`src/rtl/te_sync_pkg.sv`:
```
package te_sync_pkg;

  localparam int TICK_MAX_W = 16;

  localparam logic [1:0] TRIG_INTERNAL = 2'd0;
  localparam logic [1:0] TRIG_FRAME    = 2'd1;

  localparam int MIN_HS_TICKS       = 2;
  localparam int MIN_VS_TICKS_FRAME = 4;
  localparam int MIN_VS_TICKS_LINE  = 2;

  typedef enum logic {CTL_IDLE, CTL_ARMED} ctl_state_t;

  typedef enum logic [1:0] {PULSE_NONE, PULSE_HSYNC, PULSE_VSYNC} pulse_kind_t;

  // Label a finished pulse by its length against the two thresholds.
  function automatic pulse_kind_t classify_pulse(input logic [TICK_MAX_W-1:0] len,
                                                 input logic [TICK_MAX_W-1:0] hs_w,
                                                 input logic [TICK_MAX_W-1:0] vs_w);
    if (len >= vs_w) return PULSE_VSYNC;
    if (len >= hs_w) return PULSE_HSYNC;
    return PULSE_NONE;
  endfunction

  // Width settings that make the selected sync mode usable.
  function automatic logic widths_legal(input logic [1:0] mode,
                                        input logic [TICK_MAX_W-1:0] hs_w,
                                        input logic [TICK_MAX_W-1:0] vs_w);
    int unsigned vs_min;
    if (mode == TRIG_INTERNAL) return 1'b1;
    vs_min = (mode == TRIG_FRAME) ? MIN_VS_TICKS_FRAME : MIN_VS_TICKS_LINE;
    return (hs_w >= TICK_MAX_W'(MIN_HS_TICKS)) && (hs_w != vs_w) &&
           (vs_w >= TICK_MAX_W'(vs_min));
  endfunction

endpackage

```
`src/rtl/te_pulse_meter.sv`:
```
module te_pulse_meter #(
  parameter int TICK_W = 8
) (
  input  logic              clk,
  input  logic              rst_n,
  input  logic              te_in,
  input  logic              active_high,
  output logic              pulse_end,
  output logic [TICK_W-1:0] pulse_len
);
  localparam logic [TICK_W-1:0] LEN_MAX = {TICK_W{1'b1}};

  logic              active;
  logic [TICK_W-1:0] len_q;

  assign active = (te_in == active_high);

  // Saturating count of active samples; cleared on the first inactive one.
  always_ff @(posedge clk or negedge rst_n) begin
    if (!rst_n)                len_q <= '0;
    else if (!active)          len_q <= '0;
    else if (len_q != LEN_MAX) len_q <= len_q + TICK_W'(1);
  end

  assign pulse_end = !active && (len_q != '0);
  assign pulse_len = len_q;

endmodule

```
`src/rtl/te_line_tracker.sv`:
```
module te_line_tracker #(
  parameter int LINE_W = 11
) (
  input  logic              clk,
  input  logic              rst_n,
  input  logic              clear,
  input  logic              vs_evt,
  input  logic              hs_evt,
  output logic              locked,
  output logic [LINE_W-1:0] line_cnt
);
  localparam logic [LINE_W-1:0] LINE_MAX = {LINE_W{1'b1}};

  always_ff @(posedge clk or negedge rst_n) begin
    if (!rst_n) begin
      locked   <= 1'b0;
      line_cnt <= '0;
    end else if (clear) begin
      locked   <= 1'b0;
      line_cnt <= '0;
    end else if (vs_evt) begin
      locked   <= 1'b1;
      line_cnt <= '0;
    end else if (hs_evt && locked && line_cnt != LINE_MAX) begin
      line_cnt <= line_cnt + LINE_W'(1);
    end
  end

endmodule

```
`src/rtl/te_start_ctrl.sv`:
```
module te_start_ctrl
  import te_sync_pkg::*;
#(
  parameter int LINE_W = 11
) (
  input  logic              clk,
  input  logic              rst_n,
  input  logic              start_req,
  input  logic [1:0]        trig_mode,
  input  logic              cfg_ok,
  input  logic              vs_evt,
  input  logic              hs_evt,
  input  logic              locked,
  input  logic [LINE_W-1:0] line_cnt,
  input  logic [LINE_W-1:0] line_num,
  output logic              accept,
  output logic              start_o
);
  ctl_state_t st_q, st_d;
  logic [1:0] mode_q;
  logic       fire;

  always_comb begin
    fire   = 1'b0;
    accept = 1'b0;
    st_d   = st_q;
    if (st_q == CTL_IDLE) begin
      if (start_req) begin
        if (trig_mode == TRIG_INTERNAL) fire   = 1'b1;
        else if (cfg_ok)                accept = 1'b1;
      end
      if (accept) st_d = CTL_ARMED;
    end else begin
      if (!mode_q[1])  fire = vs_evt;
      else if (vs_evt) fire = (line_num == '0);
      else             fire = hs_evt && locked && ((line_cnt + LINE_W'(1)) == line_num);
      if (fire) st_d = CTL_IDLE;
    end
  end

  always_ff @(posedge clk or negedge rst_n) begin
    if (!rst_n) begin
      st_q    <= CTL_IDLE;
      mode_q  <= TRIG_INTERNAL;
      start_o <= 1'b0;
    end else begin
      st_q    <= st_d;
      start_o <= fire;
      if (accept) mode_q <= trig_mode;
    end
  end

  // internal trigger strobes on the next edge
  p_internal_immediate_r2: assert property (@(posedge clk) disable iff (!rst_n)
    (st_q == CTL_IDLE && start_req && trig_mode == TRIG_INTERNAL) |=> start_o);

  // a completed vertical sync releases a pending frame-mode request
  p_frame_fire_r5: assert property (@(posedge clk) disable iff (!rst_n)
    (st_q == CTL_ARMED && !mode_q[1] && vs_evt) |=> start_o);

  // a line-mode strobe needs a vertical sync lock
  p_line_needs_lock_r6: assert property (@(posedge clk) disable iff (!rst_n)
    (start_o && $past(st_q == CTL_ARMED) && $past(mode_q[1])) |-> $past(locked || vs_evt));

  // after a strobe nothing is pending
  p_strobe_clears_r7: assert property (@(posedge clk) disable iff (!rst_n)
    start_o |-> (st_q == CTL_IDLE));

  // illegal widths leave the block idle
  p_refuse_illegal_r8: assert property (@(posedge clk) disable iff (!rst_n)
    (st_q == CTL_IDLE && start_req && trig_mode != TRIG_INTERNAL && !cfg_ok)
      |=> (st_q == CTL_IDLE && !start_o));

endmodule

```
`src/rtl/te_sync_trigger.sv`:
```
module te_sync_trigger
  import te_sync_pkg::*;
#(
  parameter int TICK_W = 8,
  parameter int LINE_W = 11
) (
  input  logic              clk,
  input  logic              rst_n,
  input  logic              te_in,
  input  logic              start_req,
  input  logic [1:0]        trig_mode,
  input  logic              vs_active_high,
  input  logic              hs_active_high,
  input  logic [TICK_W-1:0] hs_width,
  input  logic [TICK_W-1:0] vs_width,
  input  logic [LINE_W-1:0] line_num,
  output logic              start_o
);
  localparam int N_CLASSES = 2;  // index 0: vertical, 1: horizontal

  logic [N_CLASSES-1:0]             pol;
  logic [N_CLASSES-1:0]             meter_end;
  logic [N_CLASSES-1:0][TICK_W-1:0] meter_len;
  pulse_kind_t                      vs_kind, hs_kind;
  logic                             vs_evt, hs_evt, cfg_ok, accept, locked;
  logic [LINE_W-1:0]                line_cnt;

  assign pol = {hs_active_high, vs_active_high};

  for (genvar g = 0; g < N_CLASSES; g++) begin : g_meter
    te_pulse_meter #(.TICK_W(TICK_W)) u_meter (
      .clk         (clk),
      .rst_n       (rst_n),
      .te_in       (te_in),
      .active_high (pol[g]),
      .pulse_end   (meter_end[g]),
      .pulse_len   (meter_len[g])
    );
  end

  assign vs_kind = classify_pulse(TICK_MAX_W'(meter_len[0]), TICK_MAX_W'(hs_width),
                                  TICK_MAX_W'(vs_width));
  assign hs_kind = classify_pulse(TICK_MAX_W'(meter_len[1]), TICK_MAX_W'(hs_width),
                                  TICK_MAX_W'(vs_width));
  assign vs_evt  = meter_end[0] && (vs_kind == PULSE_VSYNC);
  assign hs_evt  = meter_end[1] && (hs_kind == PULSE_HSYNC);
  assign cfg_ok  = widths_legal(trig_mode, TICK_MAX_W'(hs_width), TICK_MAX_W'(vs_width));

  te_line_tracker #(.LINE_W(LINE_W)) u_lines (
    .clk      (clk),
    .rst_n    (rst_n),
    .clear    (accept),
    .vs_evt   (vs_evt),
    .hs_evt   (hs_evt),
    .locked   (locked),
    .line_cnt (line_cnt)
  );

  te_start_ctrl #(.LINE_W(LINE_W)) u_ctrl (
    .clk       (clk),
    .rst_n     (rst_n),
    .start_req (start_req),
    .trig_mode (trig_mode),
    .cfg_ok    (cfg_ok),
    .vs_evt    (vs_evt),
    .hs_evt    (hs_evt),
    .locked    (locked),
    .line_cnt  (line_cnt),
    .line_num  (line_num),
    .accept    (accept),
    .start_o   (start_o)
  );

  // one pulse end never yields both classes
  p_classes_exclusive_r4: assert property (@(posedge clk) disable iff (!rst_n)
    !(vs_evt && hs_evt));

endmodule

```
`config.mk`:
```
export PLATFORM = sky130hd
export DESIGN_NAME = te_sync_trigger
export DESIGN_NICKNAME = d
export VERILOG_FILES = /design/src/rtl/te_sync_pkg.sv /design/src/rtl/te_pulse_meter.sv /design/src/rtl/te_line_tracker.sv /design/src/rtl/te_start_ctrl.sv /design/src/rtl/te_sync_trigger.sv
export SDC_FILE = /design/constraint.sdc
export NUM_CORES = 1
export LEC_CHECK = 0
export CORE_ASPECT_RATIO = 0.8
export CORE_MARGIN = 2
export CORE_UTILIZATION = 45
export CTS_BUF_LIST = sky130_fd_sc_hd__clkbuf_8
export CTS_CLUSTER_SIZE = 25
export DETAILED_ROUTE_END_ITERATION = 10
export DONT_BUFFER_PORTS = 1
export HOLD_SLACK_MARGIN = 0.15
export PLACE_DENSITY = 0.59
export RECOVER_POWER = 25
export REMOVE_ABC_BUFFERS = 1
export SLEW_MARGIN = 20
export SYNTH_ARGS = -nofsm -noshare
export SYNTH_HDL_FRONTEND = slang
export SYNTH_SLANG_ARGS = --single-unit
export TNS_END_PERCENT = 1
```
`constraint.sdc`:
```
create_clock -name clk -period 2.4 [get_ports clk]
set_clock_uncertainty 0.1 [all_clocks]
set_input_delay 0.12 -clock clk [delete_from_list [all_inputs] [get_ports clk]]
set_output_delay 0.12 -clock clk [all_outputs]
set_load 0.03 [all_outputs]
```
==> results of run 1 <==
## state kept, by name, summed over array words and instances, names as in the netlist
name,flops
u_ctrl.st_q,1
u_lines.locked,1
g_meter.u_meter.pulse_len,16
u_lines.line_cnt,11
u_ctrl.mode_q,1
u_ctrl.start_o,1
## placed cells by master (no fill, tap or decap), types with 2 or more instances in the layout
cell type	count
dfrtp_1	31
ha_1	30
buf_4	27
nor2_1	25
inv_1	22
xor2_1	19
nand2_1	19
nand3_1	16
a21oi_1	13
dlygate4sd3_1	12
xnor2_1	11
nand4_1	10
nor4_1	8
nand2b_1	7
nor3_1	7
and3_1	6
a21oi_2	6
or4_1	6
o21ai_0	6
clkbuf_8	6
o21a_1	5
o31ai_1	5
o211ai_1	4
a31oi_1	3
or4_4	3
and2_1	2
or3_1	2
nor2b_1	2
a211o_1	2
a21o_1	2
a211oi_1	2
nand3b_1	2
## cells by family (layout without fill, tap and decap cells)
family,count (synthesis),after routing
compound gates,66,67
flops,31,31
buf+inv,29,71
fa+ha+maj,31,31
mux,2,2
simple gates,122,122
xor+xnor,31,31
## worst reg2reg max path, cell delays in order (launching register included)
cell and delay, ps:
dfrtp_1 430, ha_1 310, buf_4 100, o211ai_1 70
a31o_2 280, a211o_4 380, or4_4 530, a21oi_2 130
## stage by stage
step	hold WS, ps	setup slack, ps	total power [mW]	area [µm²]	setup TNS, ps
4_1_cts	165	0.437	1.50	3260	0
3_5_place_dp	-275	-162	0.894	2950	-987
2_1_floorplan	-276	-37.4	0.792	2640	-125
5_1_grt	205	-92.9	1.58	3320	-479
3_3_place_gp	-275	-60.0	0.890	2950	-269
6_report	186	-1.79	1.50	3320	-1.79
## report_power, final
group          internal [mW]  switching (mW)
combinational          0.176           0.184
clock                  0.336           0.212
sequential             0.556          0.0378
total                   1.07           0.433
## how the worst max path moves through the flow
stage / from / to / slack [ps]
2_1_floorplan: g_meter[1].u_meter.pulse_len[2]$_DFFE_PN0P_ / u_lines.line_cnt[6]$_DFFE_PN0P_ / -40
3_3_place_gp: g_meter[1].u_meter.pulse_len[2]$_DFFE_PN0P_ / u_lines.line_cnt[8]$_DFFE_PN0P_ / -60
3_5_place_dp: g_meter[1].u_meter.pulse_len[2]$_DFFE_PN0P_ / u_lines.line_cnt[6]$_DFFE_PN0P_ / -160
4_1_cts: g_meter[1].u_meter.pulse_len[2]$_DFFE_PN0P_ / u_lines.line_cnt[6]$_DFFE_PN0P_ / 0.4
5_1_grt: g_meter[1].u_meter.pulse_len[2]$_DFFE_PN0P_ / u_lines.line_cnt[3]$_DFFE_PN0P_ / -90
6_report: g_meter[1].u_meter.pulse_len[2]$_DFFE_PN0P_ / u_lines.line_cnt[8]$_DFFE_PN0P_ / -2
## what timing repair did
| item | in CTS | in global routing |
|---|---|---|
| cloned | 1 | 0 |
| hold buffers | 13 | 0 |
| pin swaps | 6 | 2 |
| hold endpoints to repair | 46 | 0 |
| buffers inserted | 1 | 0 |
| gates resized for setup | 5 | 18 |
| endpoints found under the setup margin | 8 | 12 |
## area by class of cell
cell class | count | area (µm²) | area share
Clock buffer | 6 | 82.6 | 0.0249
Clock inverter | 2 | 35.0 | 0.0106
Inverter | 22 | 82.6 | 0.0249
Multi-Input combinational cell | 253 | 1900 | 0.571
Sequential cell | 31 | 776 | 0.234
Tap cell | 81 | 101 | 0.0305
Timing Repair Buffer | 41 | 347 | 0.104
## per-layer routing
| layer | routed length (µm) | track usage | vias to the layer above | part of all wire |
|---|---|---|---|---|
| met4 | 61 | 0.0513 | 0 | 0.0084 |
| li1 | - | - | 1239 | - |
| met5 | 0 | 0 | - | 0 |
| met1 | 3550 | 0.337 | 1196 | 0.49 |
| met2 | 3280 | 0.344 | 58 | 0.45 |
| met3 | 363 | 0.0403 | 7 | 0.050 |
==> results.md, run 1 <==
- Status: finished with violations
- Failing checks: capacitance limit, slew limit, setup timing
- Detailed Routing Iterations Pass 1: 4
- Die Wd: between 90 and 100 µm
- WHS Endpoint: u_ctrl.start_o$_DFF_PN0_
- Worst setup EP type: flop
- Synth cell types: 49
- Fin crit period: between 2000 and 2500 ps
- Clk buf depth: 2
- CTS tree: done
- Post-synth top area share: 0.291
- Worst EP required: ~2500 ps
- CP Buf/Inv Count: 1
- H-tree Lvls: 2
- Pleak: between 1 and 1.5 nW
- Antenna violations before repair: 0
- Hold Crit Start: line_num[1]
- CTS Root Buffer Type: clkbuf_8
- Commonest cells in the netlist: dfrtp_1 (31), ha_1 (31), nor2_1 (25), inv_1 (22)
- Share of post-route cells with drive strength above 1: 0.166
- R2R depth: 7
- First-pass GRT wire length: between 10 and 15 mm
- Register area share after synthesis: 0.291
- Critical setup path kind: flop to flop
- Num CTS Buffers: 5
- Synth Area in XOR/XNOR: 0.105
- Synth Area in Compound Gates: 0.168
- Clk Latency, worst-skew pair: about 290 ps
- Reg clk slew, reported paths: about 70 ps
- Via/cell ratio: between 5 and 6
- Final period util: 1.00
- Vias in the first global route: between 2000 and 2500
- Dominant cells by area after synthesis: dfrtp_1 (29%), ha_1 (15%), xor2_1 (6.2%)
- CP Max Fanout: 7
- Number of synthesized register bits: 31
- Vias post-DR: 2500
- Final WS setup: -1.79 ps
- CORE AREA: approximately 0.0058 mm²
- Register-to-Register Setup Slack: -2 ps
- Grt total ovfl: 0
- Final hold vios: 0
- Yosys warning count: 0
- Max-cap violations: 1
- Initial core utilization: 0.459
- Post-synthesis mux area share: 0.00797
- Slew margin rel.: -0.215
- FMAX: between 400 and 500 MHz
- Top Family by Delay on Critical Path: compound AO/OA/AOI/OAI gates
- Routability cong.: a little over 0.8
- Synth Area per Inst: roughly 8.6 µm²
- Post-Synth Simple-Gate Area: 0.241
- Die area: 0.00657 mm²
- Worst path depth: 7
- Largest area contributor in the netlist: dfrtp_1
- Post-Synth Adder-Cell Area: 0.145
- Largest net degree at the start of global routing: 32
- Leading register cell type out of synthesis: dfrtp_1
- Type of the tightest min-delay check: input port to flop
- EDFF count, synth: 0
- IO buf count: 0
- Area of the mapped netlist: between 0.002 and 0.003 mm²
- WL/cell: between 15 and 20 µm
- DP Wirelength: about 5.5 mm
- Syn Inst Count: between 300 and 400
- DRT iter0 DRCs: ~160
- Residual DRC count: 0
- Pins Over Slew Limit: 32
- Layout Nets: 420
- Peak supply drop: ~0.22 mV
- RSZ-0062 raised after global routing: yes
- Placed insts: between 400 and 500
- # IOs: 36
- Antenna Nets Post-Route: 0
- CTS sink count: 31
- CP startpoint kind: flop
- Slowest-stage cell, CP: or4_4
- Main combinational cell family by area after synthesis: simple AND/OR/NAND/NOR gates
- Reg2Reg Capture Point: u_lines.line_cnt[8]$_DFFE_PN0P_
- Final wirelength: ~7.2 mm
- Final core utilization: 0.571
- Finished Layout Cells: approximately 440
- Final setup fails: 1
- P per Cell Area: 452 mW/mm²
- Slew @ Worst Pin: ~1800 ps
- Worst hold path depth: 5
- CP peak stage delay: 530 ps
- Ys async rst share: 1.00
- Arr. time, crit path: around 2500 ps
- Area Growth Syn to Fin: 24.4%
- Gr usage total: 0.226
- Die height: roughly 73 µm
- Std-Cell Rows: 25
- Fillers: roughly 550
- Number of diodes: 0
- CP Cell Sequence: ha_1 -> buf_4 -> o211ai_1 -> a31o_2 -> a211o_4 -> or4_4 -> a21oi_2
- RR Startpoint: g_meter[1].u_meter.pulse_len[2]$_DFFE_PN0P_
Power figures use the tool's default switching activity.
==> run 2, diff against run 1 <==
--- a/config.mk
+++ b/config.mk
@@ -19,5 +19,6 @@
 export SLEW_MARGIN = 20
 export SYNTH_ARGS = -nofsm -noshare
 export SYNTH_HDL_FRONTEND = slang
+export SYNTH_HIERARCHICAL = 1
 export SYNTH_SLANG_ARGS = --single-unit
 export TNS_END_PERCENT = 1
==> run 2 against run 1 <==
Against the previous run: the flow still finishes with violations (capacitance limit, slew limit, setup timing); sequential share of layout area decreased by 1.8 points; via count increased by 12%; wire length increased by 7.3%; maximum frequency decreased by 2.1%; count of clock-buffer cells in the layout decreased by 1; critical endpoint is now u_lines/line_cnt[8]$_DFFE_PN0P_.
==> results.md, run 2 <==
- Synth Area per Inst: 8.66 µm² (+1.2%)
- Cell with the most instances after synthesis: ha_1
- Clk pwr share: 0.344 (-0.021)
- Final setup fails: 7 (+6)
- Routability cong.: 0.835 (+1.3%)
- Vias in the first global route: 2754 (+17%)
- Fillers: 579 (+6.2%)
- Most frequent cells in the layout: buf_4 (34), dfrtp_1 (31), ha_1 (30)
- Synth Area in Compound Gates: 0.218 (+0.0500)
- Sequential share of power: 0.389 (-0.007)
- Sw Ratio: 0.311 (+0.0227)
- Gr usage total: 0.222 (-0.00397)
- Internal power: 1.07 mW (+0.38%)
- Slew margin rel.: -0.190 (+0.0245)
- CTS sink count: 31 (unchanged)
- Failing checks: capacitance limit, slew limit, setup timing
- Std-Cell Rows: 26 (+4.0%)
- CORE AREA: 0.00638 mm² (+9.6%)
- Power Total: 1.56 mW (+3.7%)
- P per Cell Area: 434 mW/mm² (-4.1%)
- CP Max Fanout: 4 (-3)
- Post-synthesis mux area share: 0.00763 (-0.000343)
- Largest net degree at the start of global routing: 32 (unchanged)
- Residual DRC count: 0 (unchanged)
- RSZ-0062 raised after global routing: yes
- FMAX: 407 MHz (-2.1%)
- Flip-flop count of the largest register after layout: 16 (unchanged)
- CTS Root Buffer Type: clkbuf_8
- Pleak: 1.55 nW (+5.0%)
- First-pass GRT wire length: 12.7 mm (+8.5%)
- Peak supply drop: 0.261 mV (+17%)
- Num CTS Buffers: 5 (unchanged)
- DRT iter0 DRCs: 172 (+8.2%)
- Initial core utilization: 0.463 (+0.00440)
- Dpl ws: -242 ps (-80.3 ps)
- CP startpoint kind: flop
- Register area share after synthesis: 0.263 (-0.0280)
- Antenna violations before repair: 0 (unchanged)
- Type of the tightest min-delay check: input port to flop
- Multi-input logic area: 0.00212 mm² (+12%)
- Final wirelength: 7.77 mm (+7.3%)
- IO buf count: 0 (unchanged)
- Grt total ovfl: 0 (unchanged)
- Pins Over Slew Limit: 32 (unchanged)
- Area of the mapped netlist: 0.00295 mm² (+11%)
- Main combinational cell family by area after synthesis: simple AND/OR/NAND/NOR gates
- Combinational share of power: 0.268 (+0.028)
- Post-Synth Adder-Cell Area: 0.136 (-0.00974)
- Register area: 776 µm² (unchanged)
- Register-to-Register Setup Slack: -50 ps (-50 ps)
- Worst hold slack: 150 ps (-36.4 ps)
- Die Wd: 94.6 µm (+5.0%)
- Area Growth Syn to Fin: 21.6%
- Number of synthesized register bits: 31 (unchanged)
- RR Startpoint: g_meter[1].u_meter/pulse_len[7]$_DFFE_PN0P_
- Hold Crit Start: line_num[1]
- Dominant cells by area after synthesis: dfrtp_1 (26%), ha_1 (14%), xnor2_1 (5.9%)
- Worst setup path end: u_lines/line_cnt[8]$_DFFE_PN0P_
- CTS tree: done
- Synth cell types: 61 (+24%)
- Clk buf depth: 2 (unchanged)
- Antenna Nets Post-Route: 0 (unchanged)
- Syn Inst Count: 341 (+9.3%)
- Status: finished with violations
- Clk Latency, worst-skew pair: 290 ps (about the same)
- Final WS setup: -54.2 ps (-52.4 ps)
- H-tree Lvls: 2 (unchanged)
- DP Wirelength: 5.85 mm (+6.9%)
- Final hold vios: 0 (unchanged)
- Via/cell ratio: 5.94 (+3.6%)
- Fin crit period: 2450 ps (+52.4 ps)
- Slew @ Worst Pin: 1790 ps (-36.7 ps)
- Reg clk slew, reported paths: 70 ps (about the same)
- Max-cap violations: 1 (unchanged)
- # IOs: 36 (unchanged)
- Die height: 76.5 µm (+4.9%)
- Setup TNS: -187 ps (-185 ps)
- Vias post-DR: 2805 (+12%)
- Worst setup EP type: flop
- Critical setup path kind: flop to flop
- Post-Synth Simple-Gate Area: 0.236 (-0.00407)
- Synth Area in XOR/XNOR: 0.0801 (-0.0245)
- Detailed Routing Iterations Pass 1: 5 (+1)
- WL/cell: 16.5 µm (-0.91%)
- Number of diodes: 0 (unchanged)
- NetSw: 485 µW (+12%)
- Yosys warning count: 6 (+6)
- Worst Setup SP: g_meter[1].u_meter/pulse_len[7]$_DFFE_PN0P_
- Commonest cells in the netlist: ha_1 (32), dfrtp_1 (31), inv_1 (31), nor2_1 (22), nand2_1 (21)
- Post-synth top area share: 0.263 (-0.0280)
- Largest area contributor in the netlist: dfrtp_1
- EDFF count, synth: 0 (unchanged)
- Ys async rst share: 1.00 (unchanged)
- Worst EP required: 2490 ps (-30 ps)
- Reg2Reg Capture Point: u_lines/line_cnt[8]$_DFFE_PN0P_
- Commonest non-fill, non-tap cell in the layout: buf_4
- Die area: 0.00723 mm² (+10%)
- Final period util: 1.02 (+0.0218)
- Layout Nets: 454 (+8.1%)
- Arr. time, crit path: 2540 ps (+20 ps)
- Share of post-route cells with drive strength above 1: 0.193 (+0.0271)
- R2R depth: 9 (+2)
- Leading register cell type out of synthesis: dfrtp_1
-- run 2: cell count changes in the layout (fill, tap and decap cells not counted), moves of 6 or more --
cell	previous run	this run
xnor2_1	11	20
or4_1	6	0
nor3_1	7	13
xor2_1	19	7
buf_4	27	34
a31oi_1	3	9
o21ai_0	6	13
inv_1	22	29
-- run 2: critical path, cell delays in order, from the launching register on --
cell and delay (ps):
dfrtp_1 430, ha_4 290, and4_4 240, o2111ai_2 130, a211oi_2 250, buf_4 170
and2_1 160, nand3_2 120, buf_4 170, o41ai_2 290
-- run 2: final cells by class --
cell class                      instances  share of cell area
Clock buffer                            5              0.0192
Multi-Input combinational cell        273               0.591
Inverter                               31              0.0324
Clock inverter                          3              0.0122
Tap cell                               84              0.0293
Sequential cell                        31               0.216
Timing Repair Buffer                   45               0.100
-- run 2: cells by family after synthesis --
logic type,Yosys count
xor gates and xnor gates,27
adders and majority gates,32
muxes,2
and+or+nand+nor,127
AOI/OAI and AO/OA,85
DFF,31
buffers and inverters,37
-- run 2: how the worst min path moves through the flow --
stage          slack (ps)                                           to  cells past startpoint
6_report              150                        u_ctrl/st_q$_DFF_PN0_                      4
5_1_grt               180                        u_ctrl/st_q$_DFF_PN0_                      4
4_1_cts               150                        u_ctrl/st_q$_DFF_PN0_                      4
2_1_floorplan        -280  g_meter[0].u_meter/pulse_len[0]$_DFFE_PN0P_                      0
3_5_place_dp         -270  g_meter[0].u_meter/pulse_len[7]$_DFFE_PN0P_                      0
3_3_place_gp         -270  g_meter[0].u_meter/pulse_len[7]$_DFFE_PN0P_                      0
-- run 2: layer usage --
metal / share of wire / wire (µm) / vias to the layer above / global-route usage
li1: - / - / 1370 / -
met1: 0.50 / 3870 / 1341 / 0.328
met2: 0.43 / 3330 / 84 / 0.329
met3: 0.064 / 497 / 10 / 0.0425
met4: 0.010 / 78 / 0 / 0.0594
met5: 0 / 0 / - / 0
-- run 2: power groups by stage --
stage	logic, mW	registers [mW]	clock network, mW
final	0.417	0.605	0.535
after global routing	0.474	0.608	0.575
after CTS	0.408	0.602	0.546
after detailed placement	0.354	0.612	0
after global placement	0.347	0.612	0
after floorplan	0.226	0.610	0
-- run 2: repair_timing --
action                                 4_1_cts  5_1_grt
setup endpoints to repair                   10       13
buffers inserted                             0        0
gates resized for setup                     13        9
pin swaps                                   10        2
hold buffers                                11        0
endpoints found under the hold margin       50        0
-- run 2: per-stage QoR --
step / instance area [µm²] / utilization / instances
after floorplan: 2890 / - / 335
after global placement: 3250 / 0.510 / 453
after detailed placement: 3250 / 0.510 / 453
after CTS: 3560 / 0.558 / 472
after global routing: 3590 / 0.563 / 472
final: 3590 / 0.563 / 472
